<file path="config.mk">
export PLATFORM = sky130hd
export DESIGN_NAME = word_dma
export DESIGN_NICKNAME = d
export VERILOG_FILES = /design/src/rtl/wdma_pkg.sv /design/src/rtl/wdma_swap.sv /design/src/rtl/wdma_mover.sv /design/src/rtl/wdma_regs.sv /design/src/rtl/word_dma.sv
export SDC_FILE = /design/constraint.sdc
export NUM_CORES = 1
export LEC_CHECK = 0
export ABC_AREA = 1
export BUFFER_PORTS_ARGS = -buffer_cell sky130_fd_sc_hd__buf_2
export CAP_MARGIN = 20
export CORE_MARGIN = 2
export CORE_UTILIZATION = 25
export CTS_BUF_LIST = sky130_fd_sc_hd__clkbuf_8
export CTS_CLUSTER_SIZE = 10
export DETAILED_ROUTE_END_ITERATION = 7
export GPL_TIMING_DRIVEN = 0
export PLACE_DENSITY = 0.49
export SETUP_SLACK_MARGIN = 0.15
export SKIP_LAST_GASP = 1
export SLEW_MARGIN = 5
export SYNTH_ARGS = -nofsm -noshare
export SYNTH_HDL_FRONTEND = slang
export SYNTH_SLANG_ARGS = --single-unit
</file>
<file path="constraint.sdc">
create_clock -name clk_i -period 4.45 [get_ports clk_i]
set_input_delay 0 -clock clk_i [delete_from_list [all_inputs] [get_ports clk_i]]
set_output_delay 0 -clock clk_i [all_outputs]
set_load 0.005 [all_outputs]
</file>
<file path="src/rtl/wdma_pkg.sv">
package wdma_pkg;
  localparam logic [4:0] OFS_SRC = 5'h00;
  localparam logic [4:0] OFS_DST = 5'h04;
  localparam logic [4:0] OFS_LEN = 5'h08;
  localparam logic [4:0] OFS_CTL = 5'h0C;
  localparam logic [4:0] OFS_CMD = 5'h10;
  localparam logic [4:0] OFS_RES = 5'h14;

  localparam logic [31:0] ID_WORD = 32'h16C3_11DB;

  localparam int unsigned CMD_ID_BIT  = 29;
  localparam int unsigned CMD_SEL_BIT = 31;
  localparam int unsigned CFG_SWAP    = 7;
  localparam int unsigned CFG_IRQ_EN  = 0;
  localparam int unsigned ACK_BIT     = 8;

  typedef enum logic [1:0] {
    MV_IDLE,
    MV_CHECK,
    MV_READ,
    MV_WRITE
  } mv_state_e;
endpackage

</file>
<file path="src/rtl/wdma_swap.sv">
module wdma_swap #(
  parameter int unsigned DW = 32
) (
  input  logic          en_i,
  input  logic [DW-1:0] data_i,
  output logic [DW-1:0] data_o
);
  localparam int unsigned NB = DW / 8;

  logic [DW-1:0] rev;

  for (genvar i = 0; i < NB; i++) begin : g_byte
    assign rev[8*i +: 8] = data_i[8*(NB-1-i) +: 8];
  end

  assign data_o = en_i ? rev : data_i;
endmodule

</file>
<file path="src/rtl/wdma_mover.sv">
module wdma_mover
  import wdma_pkg::*;
#(
  parameter int unsigned AW = 32,
  parameter int unsigned CW = 32,
  parameter int unsigned DW = 32
) (
  input  logic          clk_i,
  input  logic          rst_ni,
  input  logic          src_we_i,
  input  logic          dst_we_i,
  input  logic          len_we_i,
  input  logic [31:0]   wdata_i,
  output logic [AW-1:0] src_o,
  output logic [AW-1:0] dst_o,
  output logic [CW-1:0] cnt_o,
  output logic          busy_o,
  output logic          done_o,
  output logic          mem_req_o,
  output logic          mem_we_o,
  output logic [AW-1:0] mem_addr_o,
  output logic [DW-1:0] rbuf_o,
  input  logic [DW-1:0] mem_rdata_i,
  input  logic          mem_ack_i
);
  localparam logic [AW-1:0] STEP = AW'(DW / 8);

  mv_state_e     state_q;
  logic [AW-1:0] src_q, dst_q;
  logic [CW-1:0] cnt_q;
  logic [DW-1:0] rbuf_q;

  always_ff @(posedge clk_i or negedge rst_ni) begin
    if (!rst_ni) begin
      state_q <= MV_IDLE;
      src_q   <= '0;
      dst_q   <= '0;
      cnt_q   <= '0;
      rbuf_q  <= '0;
    end else begin
      unique case (state_q)
        MV_IDLE: begin
          if (src_we_i) src_q <= wdata_i[AW-1:0];
          if (dst_we_i) dst_q <= wdata_i[AW-1:0];
          if (len_we_i) begin
            cnt_q   <= wdata_i[CW-1:0];
            state_q <= MV_CHECK;
          end
        end
        MV_CHECK: state_q <= (cnt_q == '0) ? MV_IDLE : MV_READ;
        MV_READ: begin
          if (mem_ack_i) begin
            rbuf_q  <= mem_rdata_i;
            state_q <= MV_WRITE;
          end
        end
        MV_WRITE: begin
          if (mem_ack_i) begin
            src_q   <= src_q + STEP;
            dst_q   <= dst_q + STEP;
            cnt_q   <= cnt_q - 1'b1;
            state_q <= MV_CHECK;
          end
        end
        default: state_q <= MV_IDLE;
      endcase
    end
  end

  assign busy_o     = (state_q != MV_IDLE);
  assign done_o     = (state_q == MV_CHECK) && (cnt_q == '0);
  assign mem_req_o  = (state_q == MV_READ) || (state_q == MV_WRITE);
  assign mem_we_o   = (state_q == MV_WRITE);
  assign mem_addr_o = (state_q == MV_WRITE) ? dst_q : src_q;
  assign src_o      = src_q;
  assign dst_o      = dst_q;
  assign cnt_o      = cnt_q;
  assign rbuf_o     = rbuf_q;

  AST_START_BUSY: assert property (@(posedge clk_i) disable iff (!rst_ni)
    (!busy_o && len_we_i) |=> busy_o);
  AST_REQ_HOLD: assert property (@(posedge clk_i) disable iff (!rst_ni)
    (mem_req_o && !mem_ack_i) |=> (mem_req_o && $stable(mem_addr_o) && $stable(mem_we_o)));
  AST_ADDR_STEP: assert property (@(posedge clk_i) disable iff (!rst_ni)
    (mem_req_o && mem_we_o && mem_ack_i) |=>
      (src_o == $past(src_o) + STEP && dst_o == $past(dst_o) + STEP && cnt_o == $past(cnt_o) - 1'b1));
  AST_IDLE_QUIET: assert property (@(posedge clk_i) disable iff (!rst_ni)
    !busy_o |-> !mem_req_o);
endmodule

</file>
<file path="src/rtl/wdma_regs.sv">
module wdma_regs
  import wdma_pkg::*;
#(
  parameter int unsigned AW = 32,
  parameter int unsigned CW = 32
) (
  input  logic          clk_i,
  input  logic          rst_ni,
  input  logic          reg_valid_i,
  input  logic          reg_write_i,
  input  logic [4:0]    reg_addr_i,
  input  logic [3:0]    reg_be_i,
  input  logic [31:0]   reg_wdata_i,
  output logic [31:0]   reg_rdata_o,
  input  logic          busy_i,
  input  logic          done_i,
  input  logic [AW-1:0] src_i,
  input  logic [AW-1:0] dst_i,
  input  logic [CW-1:0] cnt_i,
  output logic          src_we_o,
  output logic          dst_we_o,
  output logic          len_we_o,
  output logic [7:0]    cfg_o,
  output logic          pending_o
);
  logic        wr;
  logic        ack_wr;
  logic [7:0]  cfg_q;
  logic        pend_q;
  logic [31:0] res_q;
  logic [7:0]  stat;
  logic [31:0] sel_word;

  assign wr       = reg_valid_i && reg_write_i;
  assign src_we_o = wr && (reg_addr_i == OFS_SRC);
  assign dst_we_o = wr && (reg_addr_i == OFS_DST);
  assign len_we_o = wr && (reg_addr_i == OFS_LEN);
  assign ack_wr   = wr && (reg_addr_i == OFS_CTL) && reg_be_i[1] && reg_wdata_i[ACK_BIT];
  assign stat     = {busy_i, 6'b0, pend_q};

  always_comb begin
    unique case (reg_wdata_i[5:0])
      6'd0:    sel_word = {24'b0, stat};
      6'd1:    sel_word = 32'(src_i);
      6'd2:    sel_word = 32'(dst_i);
      6'd3:    sel_word = 32'(cnt_i);
      6'd4:    sel_word = {24'b0, cfg_q};
      default: sel_word = '1;
    endcase
  end

  always_ff @(posedge clk_i or negedge rst_ni) begin
    if (!rst_ni) begin
      cfg_q  <= '0;
      pend_q <= 1'b0;
      res_q  <= '0;
    end else begin
      if (wr && reg_addr_i == OFS_CTL && reg_be_i[2]) cfg_q <= reg_wdata_i[23:16];
      // completion wins over a same-cycle acknowledge
      if (done_i && cfg_q[CFG_IRQ_EN]) pend_q <= 1'b1;
      else if (ack_wr)                 pend_q <= 1'b0;
      if (wr && reg_addr_i == OFS_CMD) begin
        if (reg_wdata_i[CMD_ID_BIT])       res_q <= ID_WORD;
        else if (reg_wdata_i[CMD_SEL_BIT]) res_q <= sel_word;
      end else if (wr && reg_addr_i == OFS_RES) begin
        res_q <= '1;
      end
    end
  end

  always_comb begin
    unique case (reg_addr_i)
      OFS_SRC: reg_rdata_o = 32'(src_i);
      OFS_DST: reg_rdata_o = 32'(dst_i);
      OFS_LEN: reg_rdata_o = 32'(cnt_i);
      OFS_CTL: reg_rdata_o = {8'b0, cfg_q, 8'b0, stat};
      OFS_RES: reg_rdata_o = res_q;
      default: reg_rdata_o = '0;
    endcase
  end

  assign cfg_o     = cfg_q;
  assign pending_o = pend_q;

  AST_PEND_SOURCE: assert property (@(posedge clk_i) disable iff (!rst_ni)
    $rose(pend_q) |-> $past(done_i && cfg_q[CFG_IRQ_EN]));
  AST_ACK_CLEARS: assert property (@(posedge clk_i) disable iff (!rst_ni)
    (ack_wr && !done_i) |=> !pend_q);
  AST_ID_LOAD: assert property (@(posedge clk_i) disable iff (!rst_ni)
    (wr && reg_addr_i == OFS_CMD && reg_wdata_i[CMD_ID_BIT]) |=> (res_q == ID_WORD));
  AST_RES_ONES: assert property (@(posedge clk_i) disable iff (!rst_ni)
    (wr && reg_addr_i == OFS_RES) |=> (res_q == '1));
endmodule

</file>
<file path="src/rtl/word_dma.sv">
module word_dma
  import wdma_pkg::*;
#(
  parameter int unsigned AW = 32,
  parameter int unsigned CW = 32,
  parameter int unsigned DW = 32
) (
  input  logic          clk_i,
  input  logic          rst_ni,
  input  logic          reg_valid_i,
  input  logic          reg_write_i,
  input  logic [4:0]    reg_addr_i,
  input  logic [3:0]    reg_be_i,
  input  logic [31:0]   reg_wdata_i,
  output logic [31:0]   reg_rdata_o,
  output logic          mem_req_o,
  output logic          mem_we_o,
  output logic [AW-1:0] mem_addr_o,
  output logic [DW-1:0] mem_wdata_o,
  input  logic [DW-1:0] mem_rdata_i,
  input  logic          mem_ack_i,
  output logic          irq_o
);
  logic          src_we, dst_we, len_we;
  logic          busy, done;
  logic [AW-1:0] src, dst;
  logic [CW-1:0] cnt;
  logic [DW-1:0] rbuf;
  logic [7:0]    cfg;
  logic          pending;

  wdma_regs #(.AW(AW), .CW(CW)) u_regs (
    .clk_i, .rst_ni,
    .reg_valid_i, .reg_write_i, .reg_addr_i, .reg_be_i, .reg_wdata_i, .reg_rdata_o,
    .busy_i(busy), .done_i(done), .src_i(src), .dst_i(dst), .cnt_i(cnt),
    .src_we_o(src_we), .dst_we_o(dst_we), .len_we_o(len_we),
    .cfg_o(cfg), .pending_o(pending)
  );

  wdma_mover #(.AW(AW), .CW(CW), .DW(DW)) u_mover (
    .clk_i, .rst_ni,
    .src_we_i(src_we), .dst_we_i(dst_we), .len_we_i(len_we), .wdata_i(reg_wdata_i),
    .src_o(src), .dst_o(dst), .cnt_o(cnt), .busy_o(busy), .done_o(done),
    .mem_req_o, .mem_we_o, .mem_addr_o, .rbuf_o(rbuf),
    .mem_rdata_i, .mem_ack_i
  );

  wdma_swap #(.DW(DW)) u_swap (
    .en_i(cfg[CFG_SWAP]), .data_i(rbuf), .data_o(mem_wdata_o)
  );

  assign irq_o = pending;
endmodule

</file>
; Word level (Yosys, flattened, before mapping)
; Cells that the tools add are included.
[totals]
in_bits = 78
ff_bits = 171
word_cells = 80
[classes]
addsub = 3
n_reduce_logical = 27
mux = 24
n_eq_ne = 18
[op_table]
columns = operator, n
row1 = $mux W32, 12
row2 = $pmux W32 S5, 2
row3 = $pmux W32 S2, 3
row4 = $add A32 B3 Y32 const B, 2
row5 = $logic_not A32 Y1, 1
row6 = $sub A32 B1 Y32 const B, 1
row7 = $eq A6 B2 Y1 const B, 2
row8 = $logic_and A1 B1 Y1, 12
row9 = $reduce_and A3 Y1, 4
row10 = $eq A5 B4 Y1 const B, 2
row11 = $eq A5 B5 Y1 const B, 2
row12 = $mux W2, 4
row13 = $ne A2 B2 Y1 const B, 4
row14 = $pmux W2 S4, 1
row15 = $reduce_bool A2 Y1, 4
row16 = $eq A6 B1 Y1 const B, 1
row17 = $eq A6 B3 Y1 const B, 1
row18 = $logic_not A6 Y1, 1
row19 = $eq A5 B3 Y1 const B, 1
row20 = $logic_not A5 Y1, 1
row21 = $eq A2 B2 Y1 const B, 2
row22 = $reduce_and A2 Y1, 2
row23 = $ne A3 B3 Y1 const B, 1
row24 = $eq A2 B1 Y1 const B, 1
row25 = 4 further kinds, 5

; Longest topological paths before layout
; Gate-level depths: netlist of run 1.
[depth]
depth_word = 6
mapped_depth = 13

; Cells and area by module
; A second synthesis of run 1 with hierarchy kept.
[unflattened]
hier_cells = 1990
hier_area_um2 = 12747.2
[by_module_without_submodules]
columns = mod, seq_area_each_um2, cells_each, n_inst, area_per_inst_um2
row1 = wdma_mover, 3253.1, 1263, 1, 8612.0
row2 = wdma_regs, 1026.0, 623, 1, 3641.0
row3 = wdma_swap, 0.0, 104, 1, 494.2

; Worst setup path after synthesis of run 1
; Ideal clock, no wire load.
[synth_path]
path_kind = register -> register
startpoint = register u_mover.state_q[0]
endpoint = register u_mover.dst_q[25], in the netlist u_mover.dst_o[25]
path_buffers = 3
path_stages_with_launch = 11
synth_period_minus_slack_ns = 1.748
path_slack_ns = 2.702
setup_ns = 0.121
t_arrival_ns = 1.627
path_cell_list = dfrtp_1 ha_1 buf_2 inv_2 nor2_1 nor2_2 nand2_1 buf_4 buf_2 nor2_1 a21oi_1
[synth_between]
elab_chain_cells = 3
[synth_rtl]
columns = item, line
row1 = "start, declared", wdma_mover.sv:28  ; mv_state_e state_q;
row2 = "start signal, assigned", wdma_mover.sv:50  ; MV_CHECK: state_q <= (cnt_q == '0) ? MV_IDLE : MV_READ;
row3 = $eq A2 B2 Y1 (*), -
row4 = net mem_we_o, word_dma.sv:17  ; output logic mem_we_o,
row5 = $ne A2 B1 Y1 (no source line) or $reduce_bool A2 Y1 (tied branches), -
row6 = $reduce_and A3 Y1 (no source line), -
row7 = "end signal, assigned", wdma_mover.sv:44  ; if (dst_we_i) dst_q <= wdata_i[AW-1:0];
row8 = "end signal, assigned", wdma_mover.sv:60  ; dst_q <= dst_q + STEP;
row9 = "end, declared", wdma_mover.sv:29  ; logic [AW-1:0] src_q, dst_q;
; The timed path passes the listed nets; every way through them passes the cells marked *.
; A chain may end at the register's enable or synchronous reset.

; Worst setup path after layout of run 1
[layout_path]
startpoint = register u_mover.state_q[0]
endpoint = output port mem_addr_o[18]
[layout_between]
elab_chain_cells = 2
[layout_rtl]
columns = item, line
row1 = $eq A2 B2 Y1, wdma_mover.sv:74  ; assign mem_addr_o = (state_q == MV_WRITE) ? dst_q : src_q;
row2 = $mux W32, wdma_mover.sv:74
row3 = "end, declared", word_dma.sv:18  ; output logic [AW-1:0] mem_addr_o,
; No other way between the ends.

==> results of run 1 <==
-- through the flow --
stage | power [uW] | instances | utilization (%)
6_report | 9240 | 2835 | 31.5
5_1_grt | 9900 | 2835 | 31.5
3_3_place_gp | 7780 | 2719 | 28.8
2_1_floorplan | 5650 | 1930 | -
3_5_place_dp | 7820 | 2720 | 28.9
4_1_cts | 9150 | 2834 | 31.5
-- tightest hold or removal path: stages --
cell and delay (ns):
buf_2 0.10, nor2_4 0.05, nand3_2 0.13, o21ai_4 0.15
nand2_1 0.10, nor2_1 0.03, nor2_1 0.07
-- what timing repair did --
action                                  CTS  global route
endpoints found under the setup margin    0             0
hold buffers                             82             0
hold endpoints to repair                219             0
-- power breakdown --
group / internal, uW / leakage (uW) / total, uW / switching, uW
Clock: 474 / 0.000203 / 1250 / 781
Combinational: 1540 / 0.00484 / 4960 / 3420
Sequential: 2230 / 0.00197 / 3030 / 796
Total: 4240 / 0.00702 / 9240 / 5000
-- worst max-delay path by stage --
stage                                   end  slack (ns)  cells past startpoint
after detailed placement  u_mover.src_o[25]        1.58                      6
after global routing          mem_addr_o[8]        0.81                      7
after floorplan           u_mover.dst_o[25]        2.70                     10
after CTS                    mem_addr_o[18]        0.97                      7
final                        mem_addr_o[18]        0.87                      7
after global placement    u_mover.src_o[30]        0.04                      1
-- state kept, by name (all words and copies together) (netlist names) --
name / cells
u_regs.res_q: 32
u_mover.dst_o: 32
u_mover.rbuf_o: 32
u_mover.cnt_o: 32
u_regs.cfg_o: 8
u_mover.src_o: 32
u_mover.state_q: 2
u_regs.pending_o: 1
-- synth_stat cells (all sizes together) --
library cell  count  area (um2)
or2               1        6.26
o21ai           196         996
dfrtp           171        4280
a21o              1        7.51
nand3           104         543
xor2              8        70.1
o21bai            2        15.0
o31ai             2        15.0
o221ai            2        17.5
clkbuf           37         139
mux2             16         180
a21oi           123         657
nor3              9        45.0
o211ai           19         143
nand2           506        1910
nand3b            2        15.0
a31oi            17         106
nand4            19         119
nor2            409        1580
o2111ai           1        8.76
nor4              1        6.26
a22oi             1        7.51
clkinv            2        8.75
inv             195         734
o22ai            19         119
and2              3        18.8
ha                7        87.6
a221oi            7        61.3
buf              50         295
-- area by class of cell --
cell class | instances | share of cell area, %
repair buffers | 258 | 11.6
clock buffers | 17 | 1.55
clock inverters | 15 | 1.12
plain buffers | 87 | 2.87
multi-input cells | 1475 | 44.5
flip-flops and latches | 171 | 28.3
inverters | 197 | 4.92
well taps | 615 | 5.09
-- cells by family after synthesis --
group           Yosys count
mux                      16
fa+ha+maj                 7
compound gates          390
simple gates           1054
buf+inv                 284
xor+xnor                  8
flops                   171
-- routing by layer --
layer	GRT usage (%)	share of wire, %	vias to the layer above
li1	-	-	6773
met1	33.7	43	6821
met2	41.0	45	744
met3	5.08	7.7	122
met4	13.0	4.6	0
met5	0	0	-
==> metrics.txt, run 1 <==
status finished clean; Final Max Slew Viols 0; syn_nets 2,015; area delta synth->final 24.0%; clk_lat worst skew 0.60 ns; GRT overflow 0; Post-CTS Setup Bufs 0; FF-to-FF End u_mover.src_o[14]; die area 0.0505 mm2; measured slew at the worst slew-check pin roughly 1.1 ns; DRC Markers 0; Worst Hold Path Cells 7; TritonCTS Buffers 17; Area after DPL around 0.014 mm2; Syn. warnings 0; clock root buffer clkbuf_8; Detailed Place HPWL about 50 mm; Startpoint Class flop; Detailed Route WL approximately 65 mm; initial antenna violation count 0; share of layout cells above drive strength 1 13.8%; Final GP Congestion slightly below 1; Avg Cell Area, Syn 6.31 um2; PortBufs between 150 and 200; global-route wire length before repair about 94 mm; Crit Path Max Fanout 10; skew final 0.0282 ns; pwr dens 611 mW/mm2; Max-cap violations 0; Ant. Diodes 0; xor and xnor area share after synthesis 0.575%; Iteration-0 DRC Markers 1,352; Hold WS 0.0672 ns; RSZ-0062 raised after global routing false; Rows 80; Max VDD drop about 0.24 mV; compound-gate portion of the synthesized area approximately 18%; Initial Util between 20% and 30%; via count approximately 14,000; Slew HR between 20% and 30%; final worst slack between 0.8 and 0.9 ns; storage element area 0.00428 mm2; clock transition at the registers of the reported paths between 0.1 and 0.15 ns; Max H-tree Level 4; post-synthesis sequential area ratio between 30% and 40%; clk sinks 171; Worst Hold Class in2reg; commonest non-fill, non-tap cell in the layout nand2_1; reg2reg path depth 8; worst hold start reg_addr_i[1]; setup TNS 0 ns; Final ANT Viol Nets 0; area of the multi-input gates slightly below 0.007 mm2; Synth Area in Simple Gates 34.8%; Die H 225 um; critical path arrival 3.58 ns; die width ~220 um; R2R Path Start u_mover.state_q[0]; Final Cell Area 0.0151 mm2; routed len/inst roughly 23 um; CP peak stage delay 0.87 ns; area share of fa/ha/maj cells after synthesis less than 1%; post-layout min period roughly 3.6 ns; Setup crit start u_mover.state_q[0]; nature of the critical path endpoint output port; TritonRoute pass-1 iters 6; worst hold endpoint u_regs.res_q[7]; synth unique cells between 40 and 50; Max clock buf depth 2; Cell Area, Synth 0.0122 mm2; slowest CP cell clkbuf_1; Final period util 80.5%; Setup violations, final 0; Post-Synthesis Cells between 1,500 and 2,000; Top Ports 177; Crit Path Category reg2out; vias in the first global route approximately 14,000; GRT Overall Usage between 20% and 30%; Max Freq roughly 280 MHz; mux share of post-synthesis cell area approximately 1.5%; Post-Place Worst Slack 1.58 ns; flop and latch count out of synthesis 171; cell family with most CP delay buffers and inverters; CTS tree built; largest net degree at the start of global routing between 90 and 100; Hold Violations, Final 0; commonest non-fill, non-tap cells in the layout nand2_1 (503), nor2_1 (400), buf_2 (208); cells along the critical path ha_1 > buf_2 > clkbuf_1 > clkbuf_1 > nand2_1 > o21ai_0 > buf_2; nets 2,292; DR vias/cell 5.10; core footprint approximately 0.048 mm2; worst path bufs/invs 4; Filler cells roughly 5,300; leakage power 0.00702 uW; R2R setup slack 1.51 ns; main combinational cell family by area after synthesis simple AND/OR/NAND/NOR gates; PostCTS Resize Cnt 0; WP data required between 4 and 5 ns
(Power assumes the default switching activity.)
==> inputs of run 2 (changes only) <==
==> constraint.sdc (replaced) <==
create_clock -name clk_i -period 3.41 [get_ports clk_i]
set_input_delay 0 -clock clk_i [delete_from_list [all_inputs] [get_ports clk_i]]
set_output_delay 0 -clock clk_i [all_outputs]
set_load 0.005 [all_outputs]
==> metrics.txt, run 2 (synthesis results as in run 1) <==
Slew HR 26.8% (+3.0 points); Final period util a little under 90%; Setup violations, final 0 (unchanged); CTS tree built; routed len/inst 23.0 um (-0.22%); leakage power 0.00703 uW (+0.18%); slowest CP cell clkbuf_1; Setup crit start u_mover.state_q[0]; Final ANT Viol Nets 0 (unchanged); TritonRoute pass-1 iters 5 (-1); DRC Markers 0 (unchanged); critical path arrival 3.00 ns (-0.58 ns); via count 14,469 (+0.062%); clock transition at the registers of the reported paths 0.13 ns (about the same); placed insts 2,720 (unchanged); PortBufs 174 (unchanged); storage element area 0.00428 mm2 (unchanged); Internal 5530 uW (+31%); clk sinks 171 (unchanged); R2R setup slack 0.44 ns (-1.07 ns); share of layout cells above drive strength 1 14.0% (+0.18 points); Max H-tree Level 4 (unchanged); clk_lat worst skew 0.60 ns (about the same); Ant. Diodes 0 (unchanged); area delta synth->final 24.0% (about the same); CP endpoint mem_addr_o[21]; Max Freq between 300 and 400 MHz; FF-to-FF End u_mover.src_o[14]; WP data required 3.41 ns (-1.04 ns); Top Ports 177 (unchanged); Hold Violations, Final 0 (unchanged); commonest non-fill, non-tap cells in the layout nand2_1 (503), nor2_1 (400), buf_2 (208); Worst Hold Class in2reg; Sw Ratio 54.1% (about the same); Detailed Place HPWL 50.5 mm (unchanged); Max VDD drop 0.312 mV (+31%); Die H 225 um (unchanged); GRT Overall Usage 25.9% (unchanged); Finished Layout Cells 2,835 (unchanged); Startpoint Class flop; Combinational Power Share 53.6% (about the same); post-layout min period between 3 and 4 ns; die area 0.0505 mm2 (unchanged); reg2reg path depth 8 (unchanged); Final GP Congestion 0.968 (unchanged); CP peak stage delay 0.54 ns (-0.33 ns); Final Max Slew Viols 0 (unchanged); Crit Path Max Fanout 10 (unchanged); Final Util 31.5% (about the same); clock group share of total power 13.6% (about the same); area of the multi-input gates 0.00673 mm2 (unchanged); cells along the critical path ha_1 > buf_2 > buf_2 > clkbuf_1 > o21ai_0 > buf_2; Post-CTS Setup Bufs 0 (unchanged); RSZ-0062 raised after global routing false; core footprint 0.0479 mm2 (unchanged); setup TNS 0 ns (unchanged); die width 225 um (unchanged); nets 2,292 (unchanged); vias in the first global route 14,138 (unchanged); commonest non-fill, non-tap cell in the layout nand2_1; initial antenna violation count 0 (unchanged); Post-Place Worst Slack 0.545 ns (-1.04 ns); GRT overflow 0 (unchanged); largest net degree at the start of global routing 92 (unchanged); crit-path most repeated cell buf_2; measured slew at the worst slew-check pin 1.10 ns (-0.0455 ns); Detailed Route WL 65.1 mm (-0.22%); switching power 6520 uW (+31%); Filler cells 5,300 (-0.038%); nature of the critical path endpoint output port; R2R Path Start u_mover.state_q[0]; final worst slack 0.406 ns (-0.464 ns); status finished clean; skew final 0.0285 ns (+0.000391 ns); TritonCTS Buffers 17 (unchanged); Sequential Power Share 32.7% (about the same); clock root buffer clkbuf_8; Max clock buf depth 2 (unchanged); global-route wire length before repair 94.1 mm (unchanged); DR vias/cell 5.10 (about the same); Iteration-0 DRC Markers 1,481 (+9.5%); Crit Path Category reg2out; Max-cap violations 0 (unchanged); pwr dens 798 mW/mm2 (+31%); Rows 80 (unchanged); Initial Util 25.4% (unchanged)
run 2: critical path: cells and delay by family (launching register included):
kind	cells	cell delay [ns]
AO/OA/AOI/OAI	1	0.34
adder cells (fa/ha/maj)	1	0.18
buffers and inverters	4	1.45
flip-flops	1	0.43
run 2: cell type report:
| cell class | count | area share, % |
|---|---|---|
| clock buffer | 17 | 1.55 |
| multi-input combinational | 1475 | 44.5 |
| tap | 615 | 5.09 |
| inverter | 197 | 4.92 |
| buffer | 87 | 2.91 |
| sequential | 171 | 28.3 |
| timing repair buffer | 258 | 11.6 |
| clock inverter | 15 | 1.12 |
run 2: worst min-delay path by stage:
| stage | depth (start not counted) | to | start | slack [ns] |
|---|---|---|---|---|
| 3_3_place_gp | 2 | u_mover.rbuf_o[17] | mem_rdata_i[17] | 0.24 |
| 4_1_cts | 7 | u_regs.res_q[7] | reg_addr_i[1] | 0.02 |
| 3_5_place_dp | 1 | u_mover.rbuf_o[5] | rst_ni | 0.07 |
| 5_1_grt | 7 | u_regs.res_q[1] | reg_addr_i[1] | 0.11 |
| 2_1_floorplan | 0 | u_mover.cnt_o[0] | rst_ni | -0.30 |
| 6_report | 7 | u_regs.res_q[7] | reg_addr_i[1] | 0.06 |
run 2: power by group through the flow:
stage / clock (uW) / sequential [uW] / combinational, uW
after detailed placement: 0 / 3930 / 6280
after global routing: 1750 / 4050 / 7110
after floorplan: 0 / 3570 / 3810
after CTS: 1680 / 3890 / 6370
final: 1640 / 3950 / 6470
after global placement: 0 / 3920 / 6230
run 2: routing by layer:
metal | up-vias | part of all wire (%) | track usage (%)
met1 | 6826 | 42 | 33.7
met4 | 0 | 4.8 | 13.0
met2 | 744 | 45 | 41.0
met5 | - | 0 | 0
li1 | 6771 | - | -
met3 | 128 | 8.1 | 5.08
run 2: through the flow:
stage          total power (uW)  area [um2]  hold WS (ns)
2_1_floorplan              7380       12200        -0.296
5_1_grt                   12900       15100         0.109
3_3_place_gp              10200       13800         0.239
4_1_cts                   11900       15100        0.0154
3_5_place_dp              10200       13900        0.0654
6_report                  12100       15100        0.0638
run 2: timing repair:
item                                   CTS  global route
setup endpoints to repair               20             5
endpoints found under the hold margin  219             0
gates resized for setup                  1             6
hold buffers                            82             0
